[config.mk]
export PLATFORM = sky130hd
export DESIGN_NAME = panel_pwr_seq
export DESIGN_NICKNAME = d
export VERILOG_FILES = /design/src/rtl/pps_pkg.sv /design/src/rtl/pps_tick.sv /design/src/rtl/pps_regs.sv /design/src/rtl/pps_fsm.sv /design/src/rtl/panel_pwr_seq.sv
export SDC_FILE = /design/constraint.sdc
export NUM_CORES = 1
export LEC_CHECK = 0
export BUFFER_PORTS_ARGS = -buffer_cell sky130_fd_sc_hd__buf_2
export CORE_ASPECT_RATIO = 1.4
export CORE_UTILIZATION = 27
export DETAILED_ROUTE_END_ITERATION = 6
export MAX_ROUTING_LAYER = met4
export PLACE_DENSITY_LB_ADDON = 0.05
export SLEW_MARGIN = 20
export SYNTH_ARGS = -nofsm -noshare
export SYNTH_HDL_FRONTEND = slang
export SYNTH_HIERARCHICAL = 1
export SYNTH_SLANG_ARGS = --single-unit
export TNS_END_PERCENT = 30
[constraint.sdc]
create_clock -name clk -period 6.4 [get_ports clk]
set_input_delay 0.64 -clock clk [delete_from_list [all_inputs] [get_ports clk]]
set_output_delay 0.64 -clock clk [all_outputs]
set_load 0.01 [all_outputs]
[src/rtl/pps_pkg.sv]
package pps_pkg;

   localparam int ADDR_W = 3;
   localparam int DATA_W = 32;

   localparam logic [ADDR_W-1:0] A_STAT   = 3'd0;
   localparam logic [ADDR_W-1:0] A_CTRL   = 3'd1;
   localparam logic [ADDR_W-1:0] A_ONTIM  = 3'd2;
   localparam logic [ADDR_W-1:0] A_OFFTIM = 3'd3;
   localparam logic [ADDR_W-1:0] A_DIV    = 3'd4;

   localparam int OFFCYC_FW = 5;

   typedef enum logic [2:0] {
      ST_OFF,
      ST_CYC_WAIT,
      ST_UP_DLY,
      ST_BL_DLY,
      ST_ON,
      ST_BL_OFF,
      ST_DN_DLY
   } seq_state_e;

   typedef enum logic [1:0] {
      PRG_IDLE = 2'd0,
      PRG_UP   = 2'd1,
      PRG_DOWN = 2'd2
   } prog_e;

   typedef struct packed {
      logic ovr;
      logic bl_en;
      logic pd_rst;
      logic tgt;
   } ctrl_t;

endpackage

[src/rtl/pps_tick.sv]
module pps_tick #(
   parameter int DIV_W = 24
) (
   input  logic             clk,
   input  logic             rst_n,
   input  logic [DIV_W-1:0] ref_div,
   output logic             tick
);
   logic [DIV_W-1:0] pre_cnt;

   always_comb begin
      if (ref_div <= DIV_W'(1)) tick = 1'b1;
      else                      tick = (pre_cnt >= ref_div - DIV_W'(1));
   end

   always_ff @(posedge clk or negedge rst_n) begin
      if (!rst_n)    pre_cnt <= '0;
      else if (tick) pre_cnt <= '0;
      else           pre_cnt <= pre_cnt + DIV_W'(1);
   end
endmodule

[src/rtl/pps_regs.sv]
module pps_regs
   import pps_pkg::*;
#(
   parameter int          DLY_W       = 13,
   parameter int          DIV_W       = 24,
   parameter logic [15:0] KEY         = 16'hABCD,
   parameter int          DEF_UP      = 2100,
   parameter int          DEF_BL      = 1,
   parameter int          DEF_DN      = 5000,
   parameter int          DEF_BLOFF   = 500,
   parameter int          DEF_OFFCYC  = 7,
   parameter int          DEF_REF_DIV = 12500
) (
   input  logic                 clk,
   input  logic                 rst_n,
   input  logic                 wr_en,
   input  logic [ADDR_W-1:0]    addr,
   input  logic [DATA_W-1:0]    wdata,
   input  logic                 panel_rst,
   output ctrl_t                ctrl,
   output logic                 rst_flag,
   output logic [1:0]           port_reg,
   output logic [DLY_W-1:0]     up_dly,
   output logic [DLY_W-1:0]     bl_dly,
   output logic [DLY_W-1:0]     dn_dly,
   output logic [DLY_W-1:0]     bloff_dly,
   output logic [DIV_W-1:0]     ref_div,
   output logic [OFFCYC_FW-1:0] offcyc
);
   logic key_ok;
   assign key_ok = (wdata[31:16] == KEY);

   always_ff @(posedge clk or negedge rst_n) begin
      if (!rst_n) begin
         ctrl      <= '0;
         rst_flag  <= 1'b0;
         port_reg  <= '0;
         up_dly    <= DLY_W'(DEF_UP);
         bl_dly    <= DLY_W'(DEF_BL);
         dn_dly    <= DLY_W'(DEF_DN);
         bloff_dly <= DLY_W'(DEF_BLOFF);
         ref_div   <= DIV_W'(DEF_REF_DIV);
         offcyc    <= OFFCYC_FW'(DEF_OFFCYC);
      end else begin
         if (wr_en) begin
            unique case (addr)
               A_CTRL: if (key_ok) begin
                  ctrl     <= ctrl_t'(wdata[3:0]);
                  rst_flag <= 1'b0;
               end
               A_ONTIM: begin
                  port_reg <= wdata[31:30];
                  up_dly   <= wdata[16 +: DLY_W];
                  bl_dly   <= wdata[0 +: DLY_W];
               end
               A_OFFTIM: begin
                  dn_dly    <= wdata[16 +: DLY_W];
                  bloff_dly <= wdata[0 +: DLY_W];
               end
               A_DIV: begin
                  ref_div <= wdata[8 +: DIV_W];
                  offcyc  <= wdata[OFFCYC_FW-1:0];
               end
               default: ;
            endcase
         end
         if (panel_rst && ctrl.pd_rst) begin
            ctrl.tgt <= 1'b0;
            ctrl.ovr <= 1'b0;
            rst_flag <= 1'b1;
         end
      end
   end
endmodule

[src/rtl/pps_fsm.sv]
module pps_fsm
   import pps_pkg::*;
#(
   parameter int DLY_W     = 13,
   parameter int CYC_TICKS = 1000,
   parameter int CYC_W     = 15
) (
   input  logic                 clk,
   input  logic                 rst_n,
   input  logic                 tick,
   input  logic                 tgt,
   input  logic                 bl_en,
   input  logic [DLY_W-1:0]     up_dly,
   input  logic [DLY_W-1:0]     bl_dly,
   input  logic [DLY_W-1:0]     dn_dly,
   input  logic [DLY_W-1:0]     bloff_dly,
   input  logic [OFFCYC_FW-1:0] offcyc,
   output logic                 vdd_seq,
   output logic                 bl_out,
   output prog_e                prog,
   output logic                 enabled,
   output logic                 cyc_active
);
   seq_state_e       st;
   logic [DLY_W-1:0] cnt;
   logic [CYC_W-1:0] cyc_cnt;
   logic [CYC_W-1:0] cyc_load;
   logic             dn_done;

   always_comb begin
      if (offcyc > OFFCYC_FW'(1))
         cyc_load = CYC_W'(offcyc - OFFCYC_FW'(1)) * CYC_W'(CYC_TICKS);
      else
         cyc_load = '0;
   end

   assign dn_done = (st == ST_DN_DLY) && (cnt == '0);

   always_ff @(posedge clk or negedge rst_n) begin
      if (!rst_n) begin
         st  <= ST_OFF;
         cnt <= '0;
      end else begin
         unique case (st)
            ST_OFF:
               if (tgt) st <= ST_CYC_WAIT;
            ST_CYC_WAIT:
               if (!tgt) st <= ST_OFF;
               else if (cyc_cnt == '0) begin
                  st  <= ST_UP_DLY;
                  cnt <= up_dly;
               end
            ST_UP_DLY, ST_BL_DLY:
               if (!tgt) begin
                  st  <= ST_BL_OFF;
                  cnt <= bloff_dly;
               end else if (cnt == '0) begin
                  if (st == ST_UP_DLY) begin
                     st  <= ST_BL_DLY;
                     cnt <= bl_dly;
                  end else begin
                     st <= ST_ON;
                  end
               end else if (tick) cnt <= cnt - DLY_W'(1);
            ST_ON:
               if (!tgt) begin
                  st  <= ST_BL_OFF;
                  cnt <= bloff_dly;
               end
            ST_BL_OFF:
               if (cnt == '0) begin
                  st  <= ST_DN_DLY;
                  cnt <= dn_dly;
               end else if (tick) cnt <= cnt - DLY_W'(1);
            ST_DN_DLY:
               if (cnt == '0) st <= ST_OFF;
               else if (tick) cnt <= cnt - DLY_W'(1);
            default: st <= ST_OFF;
         endcase
      end
   end

   always_ff @(posedge clk or negedge rst_n) begin
      if (!rst_n)                         cyc_cnt <= '0;
      else if (dn_done)                   cyc_cnt <= cyc_load;
      else if (tick && cyc_cnt != '0)     cyc_cnt <= cyc_cnt - CYC_W'(1);
   end

   always_comb begin
      vdd_seq    = (st == ST_UP_DLY) || (st == ST_BL_DLY) ||
                   (st == ST_ON)     || (st == ST_BL_OFF);
      bl_out     = (st == ST_ON) && bl_en;
      enabled    = (st == ST_ON);
      cyc_active = (cyc_cnt != '0);
      unique case (st)
         ST_CYC_WAIT, ST_UP_DLY, ST_BL_DLY: prog = PRG_UP;
         ST_BL_OFF, ST_DN_DLY:              prog = PRG_DOWN;
         default:                           prog = PRG_IDLE;
      endcase
   end
endmodule

[src/rtl/panel_pwr_seq.sv]
module panel_pwr_seq
   import pps_pkg::*;
#(
   parameter int          DLY_W        = 13,
   parameter int          DIV_W        = 24,
   parameter int          CYC_TICKS    = 1000,
   parameter bit          HAS_PORT_SEL = 1'b1,
   parameter logic [15:0] KEY          = 16'hABCD,
   parameter int          DEF_UP       = 2100,
   parameter int          DEF_BL       = 1,
   parameter int          DEF_DN       = 5000,
   parameter int          DEF_BLOFF    = 500,
   parameter int          DEF_OFFCYC   = 7,
   parameter int          DEF_REF_DIV  = 12500
) (
   input  logic        clk,
   input  logic        rst_n,
   input  logic        wr_en,
   input  logic [2:0]  addr,
   input  logic [31:0] wdata,
   output logic [31:0] rdata,
   input  logic        panel_rst,
   output logic        panel_vdd,
   output logic        panel_bl,
   output logic [1:0]  port_sel
);
   localparam int CYC_MAX = ((1 << OFFCYC_FW) - 2) * CYC_TICKS;
   localparam int CYC_W   = $clog2(CYC_MAX + 1);

   if (DLY_W < 4 || DLY_W > 13) begin : g_bad_dly
      $error("DLY_W must lie in 4..13");
   end
   if (DIV_W < 2 || DIV_W > 24) begin : g_bad_div
      $error("DIV_W must lie in 2..24");
   end
   if (CYC_TICKS < 1) begin : g_bad_cyc
      $error("CYC_TICKS must be positive");
   end

   ctrl_t                ctrl;
   logic                 rst_flag;
   logic [1:0]           port_reg;
   logic [DLY_W-1:0]     up_dly, bl_dly, dn_dly, bloff_dly;
   logic [DIV_W-1:0]     ref_div;
   logic [OFFCYC_FW-1:0] offcyc;
   logic                 tick;
   logic                 vdd_seq, bl_out, enabled, cyc_active;
   prog_e                prog;
   logic [1:0]           port_vis;

   pps_regs #(
      .DLY_W(DLY_W), .DIV_W(DIV_W), .KEY(KEY),
      .DEF_UP(DEF_UP), .DEF_BL(DEF_BL), .DEF_DN(DEF_DN),
      .DEF_BLOFF(DEF_BLOFF), .DEF_OFFCYC(DEF_OFFCYC), .DEF_REF_DIV(DEF_REF_DIV)
   ) u_regs (
      .clk, .rst_n, .wr_en, .addr, .wdata, .panel_rst,
      .ctrl, .rst_flag, .port_reg, .up_dly, .bl_dly, .dn_dly,
      .bloff_dly, .ref_div, .offcyc
   );

   pps_tick #(.DIV_W(DIV_W)) u_tick (
      .clk, .rst_n, .ref_div, .tick
   );

   pps_fsm #(.DLY_W(DLY_W), .CYC_TICKS(CYC_TICKS), .CYC_W(CYC_W)) u_fsm (
      .clk, .rst_n, .tick,
      .tgt(ctrl.tgt), .bl_en(ctrl.bl_en),
      .up_dly, .bl_dly, .dn_dly, .bloff_dly, .offcyc,
      .vdd_seq, .bl_out, .prog, .enabled, .cyc_active
   );

   if (HAS_PORT_SEL) begin : g_port
      assign port_vis = port_reg;
   end else begin : g_noport
      logic unused_port;
      assign unused_port = ^port_reg;
      assign port_vis    = 2'b00;
   end

   assign port_sel  = port_vis;
   assign panel_vdd = vdd_seq | ctrl.ovr;
   assign panel_bl  = bl_out;

   always_comb begin
      rdata = '0;
      unique case (addr)
         A_STAT:   rdata = {enabled, rst_flag, prog, cyc_active, 27'b0};
         A_CTRL:   rdata = {28'b0, ctrl};
         A_ONTIM:  begin
            rdata[31:30]        = port_vis;
            rdata[16 +: DLY_W]  = up_dly;
            rdata[0 +: DLY_W]   = bl_dly;
         end
         A_OFFTIM: begin
            rdata[16 +: DLY_W]  = dn_dly;
            rdata[0 +: DLY_W]   = bloff_dly;
         end
         A_DIV:    begin
            rdata[8 +: DIV_W]         = ref_div;
            rdata[OFFCYC_FW-1:0]      = offcyc;
         end
         default:  rdata = '0;
      endcase
   end
endmodule

==> flow_metrics.env, run 1 <==
export IMPL_drt_iter0_drc=425
export IMPL_ys_ff_latch=143
export IMPL_synthDistinctLibCells=83
export IMPL_skew_ns=0.0122
export IMPL_hp_class="in2async"
export IMPL_p_int_mw=2.72
export IMPL_netSwitchingFraction_pct=44.0
export IMPL_hold_viol_final=0
export IMPL_yosysSeqAreaShare_pct=35.6
export IMPL_clk_path_buf_depth=2
export IMPL_p_seq_share_pct=26.4
export IMPL_start_util_pct=27.5
export IMPL_seqCellArea_sq_um=3610
export IMPL_drv_cap=0
export IMPL_worstMarginPinSlew_ns=0.883
export IMPL_leakagePower_nw=5.01
export IMPL_wl_met2_mm=18.5
export IMPL_core_area_sq_um=36900
export IMPL_p_switching_mw=2.14
export IMPL_cp_common_cell="nand4_1"
export IMPL_syn_area_sq_um=10100
export IMPL_wl_met3_um=819
export IMPL_syn_area_per_cell_sq_um=9.56
export IMPL_clk_latency_ns=0.45
export IMPL_detail_route_wl_per_cell_um=22.1
export IMPL_end_kind="register"
export IMPL_peakVddDrop_mv=0.247
export IMPL_totalWireLength_mm=35.6
export IMPL_vias=8260
export IMPL_grt_max_degree=82
export IMPL_ant_nets=0
export IMPL_grt_overflow=0
export IMPL_grt_pass1_vias=8721
export IMPL_criticalPathCategory="reg2reg"
export IMPL_period_minus_slack_ns=5.44
export IMPL_crit_fanout=14
export IMPL_final_cells=1608
export IMPL_holdBufCountCts=0
export IMPL_synth_area_leader_cell="dfrtp_1"
export IMPL_rsz0062_at_grt="false"
export IMPL_combPwrFrac_pct=53.0
export IMPL_clockPowerShare_pct=20.6
export IMPL_dpl_cell_count=1573
export IMPL_post_cts_buffers=0
export IMPL_grt_use_total_pct=19.9
export IMPL_crit_path_top_delay_cell="nor4b_1"
export IMPL_timing_setup_tns_ns=0
export IMPL_crit_buf_inv=0
export IMPL_ys_warn_count=6
export IMPL_synth_async_reset_ratio_pct=100
export IMPL_nNetsFinal=1235
export IMPL_synth_main_ff_cell="dfrtp_1"
export IMPL_area_growth_pct=14.0
export IMPL_cp_top_family="simple AND/OR/NAND/NOR gates"
export IMPL_grt_pass1_wl_mm=55.4
export IMPL_crit_path_start_kind="register"
export IMPL_worstPathArrival_ns=5.78
export IMPL_final_core_util_pct=31.3
export IMPL_power_density_nw_per_um2=421
export IMPL_place_gp_congestion=0.781
export IMPL_layout_common_cells="dfrtp_1 (118), mux2_2 (83), nor2_1 (77)"
export IMPL_syn_nets=1170
export IMPL_die_area_sq_um=38300
export IMPL_required_ns=6.73
export IMPL_cts_tree="built"
export IMPL_io_buffers=74
export IMPL_m1WireLength_mm=15.8
export IMPL_yosys_area_top_type_share_pct=29.2
export IMPL_power_mw=4.86
export IMPL_finalMaxSlewViolations=0
export IMPL_cts_resized=0
export IMPL_die_w_um=166
export IMPL_failed_checks="DRC"
export IMPL_synth_edff_count=0
export IMPL_syn_inst=1060
export IMPL_dr_pass1_iters=7
export IMPL_critPathMaxStageDelay_ns=0.63
export IMPL_via_per_inst=5.14
export IMPL_timing_final_crit_share_pct=85.0
export IMPL_fmax_mhz=184
export IMPL_crit_chain="nor3_1 -> nand4_1 -> or2_4 -> or4_4 -> xor2_1 -> ha_1 -> nand4_1 -> nor4_1 -> and2_0 -> a311o_1 -> or2_2 -> nor4b_1 -> nand2_1 -> nor2_1 -> a221oi_1 -> a211oi_1 -> o21ai_0"
export IMPL_antenna_found_initial=1
export IMPL_multiInputGateArea_sq_um=6080
export IMPL_final_common_cell="dfrtp_1"
export IMPL_fill_cells=3925
export IMPL_place_hpwl_mm=26.1
export IMPL_cts_root_buffer="clkbuf_16"
export IMPL_cts_made_buffers=17
export IMPL_reg_top3="u_regs/ref_div: 24 flops, u_tick/pre_cnt: 24 flops, u_fsm/cyc_cnt: 15 flops"
export IMPL_status="complete, but fails checks"
export IMPL_cts_htree_levels=4
export IMPL_clk_pin_slew_worst_paths_ns=0.07
export IMPL_clkSinkCount=143
export IMPL_ys_top_cells_by_area="dfrtp_1 (29%), mux2_2 (9.2%), ha_1 (7.0%)"
export IMPL_routed_top_layer="met4"
export IMPL_rows=83
export IMPL_relSlewSlack_pct=40.6
export IMPL_final_layout_size_suffix_gt1_share_pct=23.0
export IMPL_drc_errors=12
export IMPL_setup_viol=0
export IMPL_ios=75
export IMPL_die_height_um=231
logic make-up (layout without fill, tap and decap cells):
logic type	count (synthesis)	in the layout	share of synthesized area, %
simple gates	340	340	17.4
compound gates	217	217	13.3
flops	143	143	35.6
mux	115	115	12.5
buf+inv	94	172	4.40
xor+xnor	80	80	6.92
fa+ha+maj	71	71	9.81
other cells	0	3	0
per-layer routing:
layer | up-vias | GRT usage [%]
met3 | 34 | 2.27
met2 | 138 | 35.2
met1 | 4130 | 24.1
li1 | 3958 | -
met4 | 0 | 4.82
met5 | - | -
cell type report:
| class | instances | area share, % |
|---|---|---|
| multi-input combinational | 823 | 52.7 |
| sequential | 143 | 31.2 |
| tap | 467 | 5.06 |
| timing repair buffer | 93 | 4.50 |
| clock buffer | 17 | 3.68 |
| inverter | 47 | 1.53 |
| clock inverter | 15 | 1.25 |
| antenna | 3 | 0.0650 |
final timing paths:
check | from | to | slack (ns) | depth (start not counted)
hold reg to reg | u_fsm/cnt[6] | u_fsm/cnt[6] | 0.54 | 2
setup reg to reg | u_regs/ref_div[5] | u_fsm/cnt[9] | 0.96 | 17
min in group clk | wdata[6] | u_regs/bloff_dly[6] | 0.43 | 2
setup / recovery | u_regs/ref_div[5] | u_fsm/cnt[9] | 0.96 | 17
hold / removal | rst_n | u_tick/pre_cnt[6] | 0.26 | 1
max in group asynchronous | rst_n | u_regs/ref_div[5] | 4.67 | 2
synthesized netlist by cell type, types with 5 or more instances:
cell type    n
a211oi_1    13
a21oi_1     48
a22oi_1     17
a31oi_1      6
a32oi_1      5
and2_1       9
and3_1       7
buf_2       13
buf_4        6
buf_6        7
clkbuf_1    18
dfrtp_1    118
dfstp_2     25
fa_1        14
ha_1        57
inv_1       46
mux2_2      83
mux2i_1     30
nand2_1     74
nand2b_1    10
nand3_1     25
nand3b_1     5
nand4_1     12
nor2_1      77
nor2b_1      6
nor3_1      52
nor4_1      18
o21a_1       5
o21ai_0     75
o22ai_1     13
or2_2        5
or3_1        6
xnor2_1     49
xor2_1      31
through the flow:
stage / instance area [sq um] / worst slack, ns / hold slack, ns
after floorplan: 10100 / 1.51 / 0.344
after global placement: 11000 / 1.06 / 0.517
after detailed placement: 11000 / 0.960 / 0.523
after CTS: 11500 / 0.967 / 0.311
after global routing: 11500 / 0.426 / 0.341
final: 11600 / 0.957 / 0.260
power by group through the flow:
stage	clock [mW]	sequential [mW]	combinational, mW
CTS	1.04	1.29	2.66
global route	1.08	1.31	2.93
global placement	0	1.30	2.65
finish	0.999	1.28	2.58
floorplan	0	1.21	1.93
detailed placement	0	1.30	2.64
Note: power is estimated with default switching activity, not from simulation.
==> run 2, diff against run 1 <==
BUFFER_PORTS_ARGS = -buffer_cell sky130_fd_sc_hd__clkbuf_2   (was -buffer_cell sky130_fd_sc_hd__buf_2)
clock period = 6.3 ns   (was 6.4 ns; I/O delays follow)
==> run 2 against run 1 <==
  * The run still ends with DRC left
  * Critical path depth stayed put
  * Register-to-register slack worse by 0.06 ns
  * Total power is 3.0% higher
  * Cell area is 0.49% higher
  * Maximum frequency is 0.68% higher
  * Clock skew is 0.0050 ns higher
  * Sequential power hardly changed
  * Final cell count stayed put
  * Clock power is 6% higher
  * Combinational power is 2% higher
  * Routed wire length is 0.64% lower
  * Largest cell class unchanged
==> flow_metrics.env, run 2 (same netlist as run 1, synthesis figures left out) <==
export IMPL_rsz0062_at_grt="false"
export IMPL_grt_use_total_pct=19.5
export IMPL_place_hpwl_mm=26.1
export IMPL_fmax_mhz=185
export IMPL_critPathMaxStageDelay_ns=0.61
export IMPL_status="complete, but fails checks"
export IMPL_ant_nets=0
export IMPL_clk_latency_ns=0.44
export IMPL_finalMaxSlewViolations=0
export IMPL_clockPowerShare_pct=21.1
export IMPL_nNetsFinal=1237
export IMPL_power_mw=5.00
export IMPL_worstMarginPinSlew_ns=0.835
export IMPL_p_seq_share_pct=26.1
export IMPL_core_area_sq_um=36900
export IMPL_reg_top3="u_regs/ref_div: 24 flops, u_tick/pre_cnt: 24 flops, u_fsm/cyc_cnt: 15 flops"
export IMPL_totalWireLength_mm=35.4
export IMPL_drv_cap=0
export IMPL_reg2reg_from="u_regs/ref_div[11]"
export IMPL_relSlewSlack_pct=43.8
export IMPL_crit_path_top_delay_cell="nor4b_1"
export IMPL_vias=8266
export IMPL_leakagePower_nw=5.01
export IMPL_crit_path_start_kind="register"
export IMPL_timing_setup_tns_ns=0
export IMPL_end_kind="register"
export IMPL_clk_pin_slew_worst_paths_ns=0.06
export IMPL_hp_class="in2async"
export IMPL_timing_final_crit_share_pct=85.8
export IMPL_cts_root_buffer="clkbuf_16"
export IMPL_antenna_found_initial=0
export IMPL_detail_route_wl_per_cell_um=22.0
export IMPL_layout_common_cells="dfrtp_1 (118), mux2_2 (83), nor2_1 (77)"
export IMPL_setup_viol=0
export IMPL_criticalPathCategory="reg2reg"
export IMPL_grt_max_degree=74
export IMPL_rows=83
export IMPL_crit_chain="or4_4 -> or3_1 -> or2_4 -> or4_4 -> xor2_1 -> ha_1 -> nand4_1 -> nor4_1 -> and2_0 -> a311o_1 -> or2_2 -> nor4b_1 -> nand2_1 -> nor2_1 -> a221oi_1 -> a211oi_1 -> o21ai_0"
export IMPL_final_cells=1608
export IMPL_failed_checks="DRC"
export IMPL_dr_pass1_iters=7
export IMPL_clk_path_buf_depth=2
export IMPL_die_w_um=166
export IMPL_setup_worst_path_start="u_regs/ref_div[11]"
export IMPL_worstPathArrival_ns=5.72
export IMPL_ios=75
export IMPL_skew_ns=0.0172
export IMPL_drc_errors=12
export IMPL_period_minus_slack_ns=5.41
export IMPL_peakVddDrop_mv=0.306
export IMPL_final_common_cell="dfrtp_1"
export IMPL_fill_cells=3897
export IMPL_io_buffers=74
export IMPL_cp_common_cell="or4_4"
export IMPL_grt_pass1_wl_mm=54.3
export IMPL_netSwitchingFraction_pct=43.0
export IMPL_crit_fanout=14
export IMPL_p_switching_mw=2.15
export IMPL_via_per_inst=5.14
export IMPL_area_growth_pct=14.6
export IMPL_die_area_sq_um=38300
export IMPL_combPwrFrac_pct=52.8
export IMPL_place_gp_congestion=0.810
export IMPL_dpl_cell_count=1574
export IMPL_final_layout_size_suffix_gt1_share_pct=23.1
export IMPL_power_density_nw_per_um2=431
export IMPL_required_ns=6.61
export IMPL_hold_viol_final=0
export IMPL_clkSinkCount=143
export IMPL_cp_top_family="simple AND/OR/NAND/NOR gates"
export IMPL_drt_iter0_drc=449
export IMPL_start_util_pct=27.5
export IMPL_grt_overflow=0
export IMPL_p_int_mw=2.85
export IMPL_crit_buf_inv=0
export IMPL_die_height_um=231
export IMPL_holdBufCountCts=0
export IMPL_cts_resized=0
export IMPL_post_cts_buffers=0
export IMPL_grt_pass1_vias=8594
export IMPL_cts_tree="built"
export IMPL_cts_made_buffers=17
export IMPL_cts_htree_levels=4
==> run 2: cell types whose count changed in the layout (fill, tap and decap cells not counted) <==
cell,before,now
clkbuf_8,0,1
buf_2,73,0
bufinv_16,0,2
clkinvlp_4,0,3
clkbuf_1,0,1
diode_2,3,1
inv_8,2,0
clkinv_8,1,0
inv_6,8,4
buf_16,0,1
buf_4,19,20
clkbuf_2,0,73
==> run 2: path summary, 6_finish.rpt <==
check | to | slack, ns | cells past startpoint
worst max-delay path | u_fsm/cnt[9] | 0.89 | 17
worst min-delay path | u_tick/pre_cnt[6] | 0.23 | 1
worst max register to register | u_fsm/cnt[9] | 0.89 | 17
worst min register to register | u_fsm/cnt[12] | 0.54 | 2
max in group asynchronous | u_regs/bloff_dly[6] | 4.83 | 3
min in group clk | u_regs/bl_dly[7] | 0.43 | 2
==> run 2: layout make-up <==
class	count	area, sq um	area share [%]
Sequential cell	143	3610	31.1
Clock inverter	13	153	1.32
Multi-Input combinational cell	823	6080	52.4
Timing Repair Buffer	95	554	4.78
Inverter	47	176	1.52
Clock buffer	19	443	3.82
Tap cell	467	584	5.03
Antenna cell	1	2.50	0.0216
==> run 2: worst register-to-register path, stage by stage, from the launching register on <==
cell	delay [ns]
dfrtp_1	0.45
or4_4	0.55
or3_1	0.38
or2_4	0.27
or4_4	0.48
xor2_1	0.16
ha_1	0.29
nand4_1	0.13
nor4_1	0.39
and2_0	0.18
a311o_1	0.13
or2_2	0.35
nor4b_1	0.62
nand2_1	0.26
nor2_1	0.21
a221oi_1	0.12
a211oi_1	0.21
o21ai_0	0.12
==> run 2: power groups by stage <==
stage | clock, mW | sequential (mW) | combinational, mW
final | 1.06 | 1.30 | 2.64
after global routing | 1.14 | 1.33 | 2.99
after CTS | 1.10 | 1.31 | 2.69
after detailed placement | 0 | 1.32 | 2.67
after global placement | 0 | 1.32 | 2.67
after floorplan | 0 | 1.23 | 1.97
==> run 2: metrics by stage <==
step	util [%]	setup slack, ns	hold slack [ns]	cell area, sq um
after global routing	31.5	0.498	0.274	11600
final	31.5	0.894	0.228	11600
after global placement	29.8	1.04	0.517	11000
after CTS	31.4	0.904	0.256	11600
after detailed placement	29.8	0.909	0.519	11000
after floorplan	-	1.41	0.334	10100
==> run 2: metal layers <==
| layer | part of all wire, % | global-route usage (%) | vias to the layer above | wire, um |
|---|---|---|---|---|
| met5 | 0 | - | - | 0 |
| met4 | 1.2 | 4.88 | 0 | 420 |
| met3 | 2.3 | 2.29 | 19 | 831 |
| met2 | 52 | 34.7 | 126 | 18500 |
| met1 | 44 | 23.4 | 4159 | 15600 |
| li1 | - | - | 3962 | - |
==> run 3, diff against run 2 <==
SYNTH_HIERARCHICAL = not set   (was 1)
==> run 3 against run 2 <==
  * The run still ends with DRC left
  * Via count increased by 1.2%
  * Critical endpoint is now u_fsm.cyc_cnt[13]
  * Cell area shrank 0.65%
  * Largest cell class unchanged
  * Largest power group unchanged
  * Non-clock buffer count down 4
==> flow_metrics.env, run 3 <==
export IMPL_status="complete, but fails checks"
export IMPL_failed_checks="DRC"
export IMPL_peakVddDrop_mv=0.228
export IMPL_cp_common_cell="fa_1"
export IMPL_fin_hold_ws_ns=0.251
export IMPL_die_w_um=165
export IMPL_cts_tree="built"
export IMPL_dr_pass1_iters=7
export IMPL_synth_fa_ha_area_share_pct=10.1
export IMPL_required_ns=6.63
export IMPL_totalWireLength_mm=35.3
export IMPL_leakagePower_nw=5.04
export IMPL_clk_pin_slew_worst_paths_ns=0.07
export IMPL_io_buffers=74
export IMPL_crit_path_start_kind="register"
export IMPL_reg2reg_from="u_regs.offcyc[2]"
export IMPL_relSlewSlack_pct=30.5
export IMPL_start_util_pct=27.4
export IMPL_skew_ns=0.0104
export IMPL_ys_top_cells_by_count="dfrtp_1 (118), nor2_1 (102), nand2_1 (95), mux2_2 (84), o21ai_0 (71)"
export IMPL_via_per_inst=5.17
export IMPL_die_area_sq_um=38100
export IMPL_reg2reg_to="u_fsm.cyc_cnt[13]"
export IMPL_place_hpwl_mm=26.5
export IMPL_cp_top_family="adder cells"
export IMPL_syn_nets=1192
export IMPL_yosys_area_top_type_share_pct=29.3
export IMPL_diodes=0
export IMPL_rows=83
export IMPL_place_gp_congestion=0.791
export IMPL_grt_use_total_pct=20.2
export IMPL_area_growth_pct=14.4
export IMPL_synth_most_common_cell="dfrtp_1"
export IMPL_ant_nets=0
export IMPL_power_density_nw_per_um2=402
export IMPL_syn_inst=1081
export IMPL_synth_area_leader_cell="dfrtp_1"
export IMPL_nNetsFinal=1250
export IMPL_r2r_slack_ns=0.99
export IMPL_synth_async_reset_ratio_pct=100
export IMPL_ys_top_cells_by_area="dfrtp_1 (29%), mux2_2 (9.4%), ha_1 (7.1%)"
export IMPL_antenna_found_initial=0
export IMPL_muxShareOfSynthArea_pct=11.9
export IMPL_layout_common_cells="dfrtp_1 (118), nor2_1 (101), nand2_1 (95)"
export IMPL_ys_warn_count=0
export IMPL_power_mw=4.64
export IMPL_synth_edff_count=0
export IMPL_drc_errors=4
export IMPL_ios=75
export IMPL_worstPathArrival_ns=5.64
export IMPL_final_core_util_pct=31.4
export IMPL_worstMarginPinSlew_ns=1.04
export IMPL_finalMaxSlewViolations=0
export IMPL_grt_pass1_vias=8498
export IMPL_cts_resized=0
export IMPL_vias=8366
export IMPL_crit_chain="inv_1 -> ha_1 -> a21boi_0 -> xor2_1 -> inv_1 -> fa_1 -> inv_1 -> fa_1 -> fa_1 -> fa_1 -> ha_1 -> nand2_1 -> o211ai_1 -> a21o_1 -> a21oi_1 -> xnor2_1 -> a211oi_1 -> nor3_1"
export IMPL_fmax_mhz=188
export IMPL_synth_top_family_by_area="simple AND/OR/NAND/NOR gates"
export IMPL_hp_class="in2async"
export IMPL_core_area_sq_um=36800
export IMPL_period_minus_slack_ns=5.31
export IMPL_die_height_um=231
export IMPL_drt_iter0_drc=420
export IMPL_drv_cap=0
export IMPL_cts_made_buffers=17
export IMPL_end_kind="register"
export IMPL_grt_pass1_wl_mm=54.6
export IMPL_setup_viol=0
export IMPL_clk_path_buf_depth=2
export IMPL_criticalPathCategory="reg2reg"
export IMPL_timing_setup_tns_ns=0
export IMPL_crit_buf_inv=3
export IMPL_cts_root_buffer="clkbuf_16"
export IMPL_syn_area_per_cell_sq_um=9.33
export IMPL_post_cts_buffers=0
export IMPL_final_common_cell="dfrtp_1"
export IMPL_crit_fanout=7
export IMPL_r2r_cells=18
export IMPL_setup_ws_ns=0.987
export IMPL_place_ws_ns=0.983
export IMPL_syn_area_sq_um=10100
export IMPL_clk_latency_ns=0.45
export IMPL_clkSinkCount=143
export IMPL_grt_max_degree=84
export IMPL_synth_main_ff_cell="dfrtp_1"
export IMPL_hold_viol_final=0
export IMPL_reg_top3="u_regs.ref_div: 24 flops, u_tick.pre_cnt: 24 flops, u_fsm.cyc_cnt: 15 flops"
export IMPL_synthSimpleGateAreaFrac_pct=17.1
export IMPL_synth_compound_area_share_pct=15.8
export IMPL_cts_htree_levels=4
export IMPL_rsz0062_at_grt="false"
export IMPL_crit_path_top_delay_cell="dfstp_2"
export IMPL_timing_final_crit_share_pct=84.3
export IMPL_yosys_area_share_xor_xnor_pct=5.56
export IMPL_yosysSeqAreaShare_pct=35.8
export IMPL_ys_ff_latch=143
export IMPL_holdBufCountCts=0
export IMPL_final_layout_size_suffix_gt1_share_pct=21.9
export IMPL_critPathMaxStageDelay_ns=0.61
export IMPL_detail_route_wl_per_cell_um=21.8
export IMPL_grt_overflow=0
export IMPL_synthDistinctLibCells=73
run 3: cell types whose count changed after synthesis, moves of 10 or more:
| cell | before | now |
|---|---|---|
| xnor2_1 | 49 | 38 |
| nand2_1 | 74 | 95 |
| o22ai_1 | 13 | 3 |
| o211ai_1 | 1 | 11 |
| a31oi_1 | 6 | 23 |
| clkbuf_1 | 18 | 37 |
| nor3_1 | 52 | 20 |
| a21oi_1 | 48 | 60 |
| nor2_1 | 77 | 102 |
run 3: worst max-delay path by stage:
| stage | cells after the start | startpoint | end | slack (ns) |
|---|---|---|---|---|
| after floorplan | 19 | u_regs.offcyc[2] | u_fsm.cyc_cnt[13] | 1.14 |
| after global placement | 18 | u_regs.offcyc[2] | u_fsm.cyc_cnt[13] | 1.07 |
| after CTS | 18 | u_regs.offcyc[2] | u_fsm.cyc_cnt[13] | 0.97 |
| after global routing | 18 | u_regs.offcyc[2] | u_fsm.cyc_cnt[13] | 0.62 |
| final | 18 | u_regs.offcyc[2] | u_fsm.cyc_cnt[13] | 0.99 |
| after detailed placement | 18 | u_regs.offcyc[2] | u_fsm.cyc_cnt[13] | 0.98 |
run 3: through the flow:
| stage | std cells | area (sq um) |
|---|---|---|
| after CTS | 1619 | 11500 |
| after floorplan | 1081 | 10100 |
| after global routing | 1619 | 11500 |
| after global placement | 1587 | 11000 |
| final | 1619 | 11500 |
| after detailed placement | 1587 | 11000 |
run 3: cell type report:
type | count | area (sq um)
fill | 3938 | 25200
inverter | 44 | 165
multi-input combinational | 842 | 6090
sequential | 143 | 3610
clock buffer | 17 | 425
tap | 467 | 584
timing repair buffer | 91 | 504
clock inverter | 15 | 149
run 3: cells by family after synthesis:
logic type	count (synthesis)
simple gates	345
flops	143
compound gates	252
mux	109
buf+inv	96
fa+ha+maj	72
xor+xnor	64
run 3: power by group:
part | total, mW | internal [mW] | switching (mW)
Combinational | 2.30 | 1.07 | 1.23
Sequential | 1.31 | 1.09 | 0.224
Clock | 1.02 | 0.526 | 0.494
Total | 4.64 | 2.68 | 1.95
run 3: routing by layer:
layer / wire, um / part of all wire (%) / track usage (%)
met1: 15200 / 43 / 24.6
met2: 18400 / 52 / 34.2
met3: 908 / 2.6 / 2.46
met4: 783 / 2.2 / 6.31
met5: 0 / 0 / -
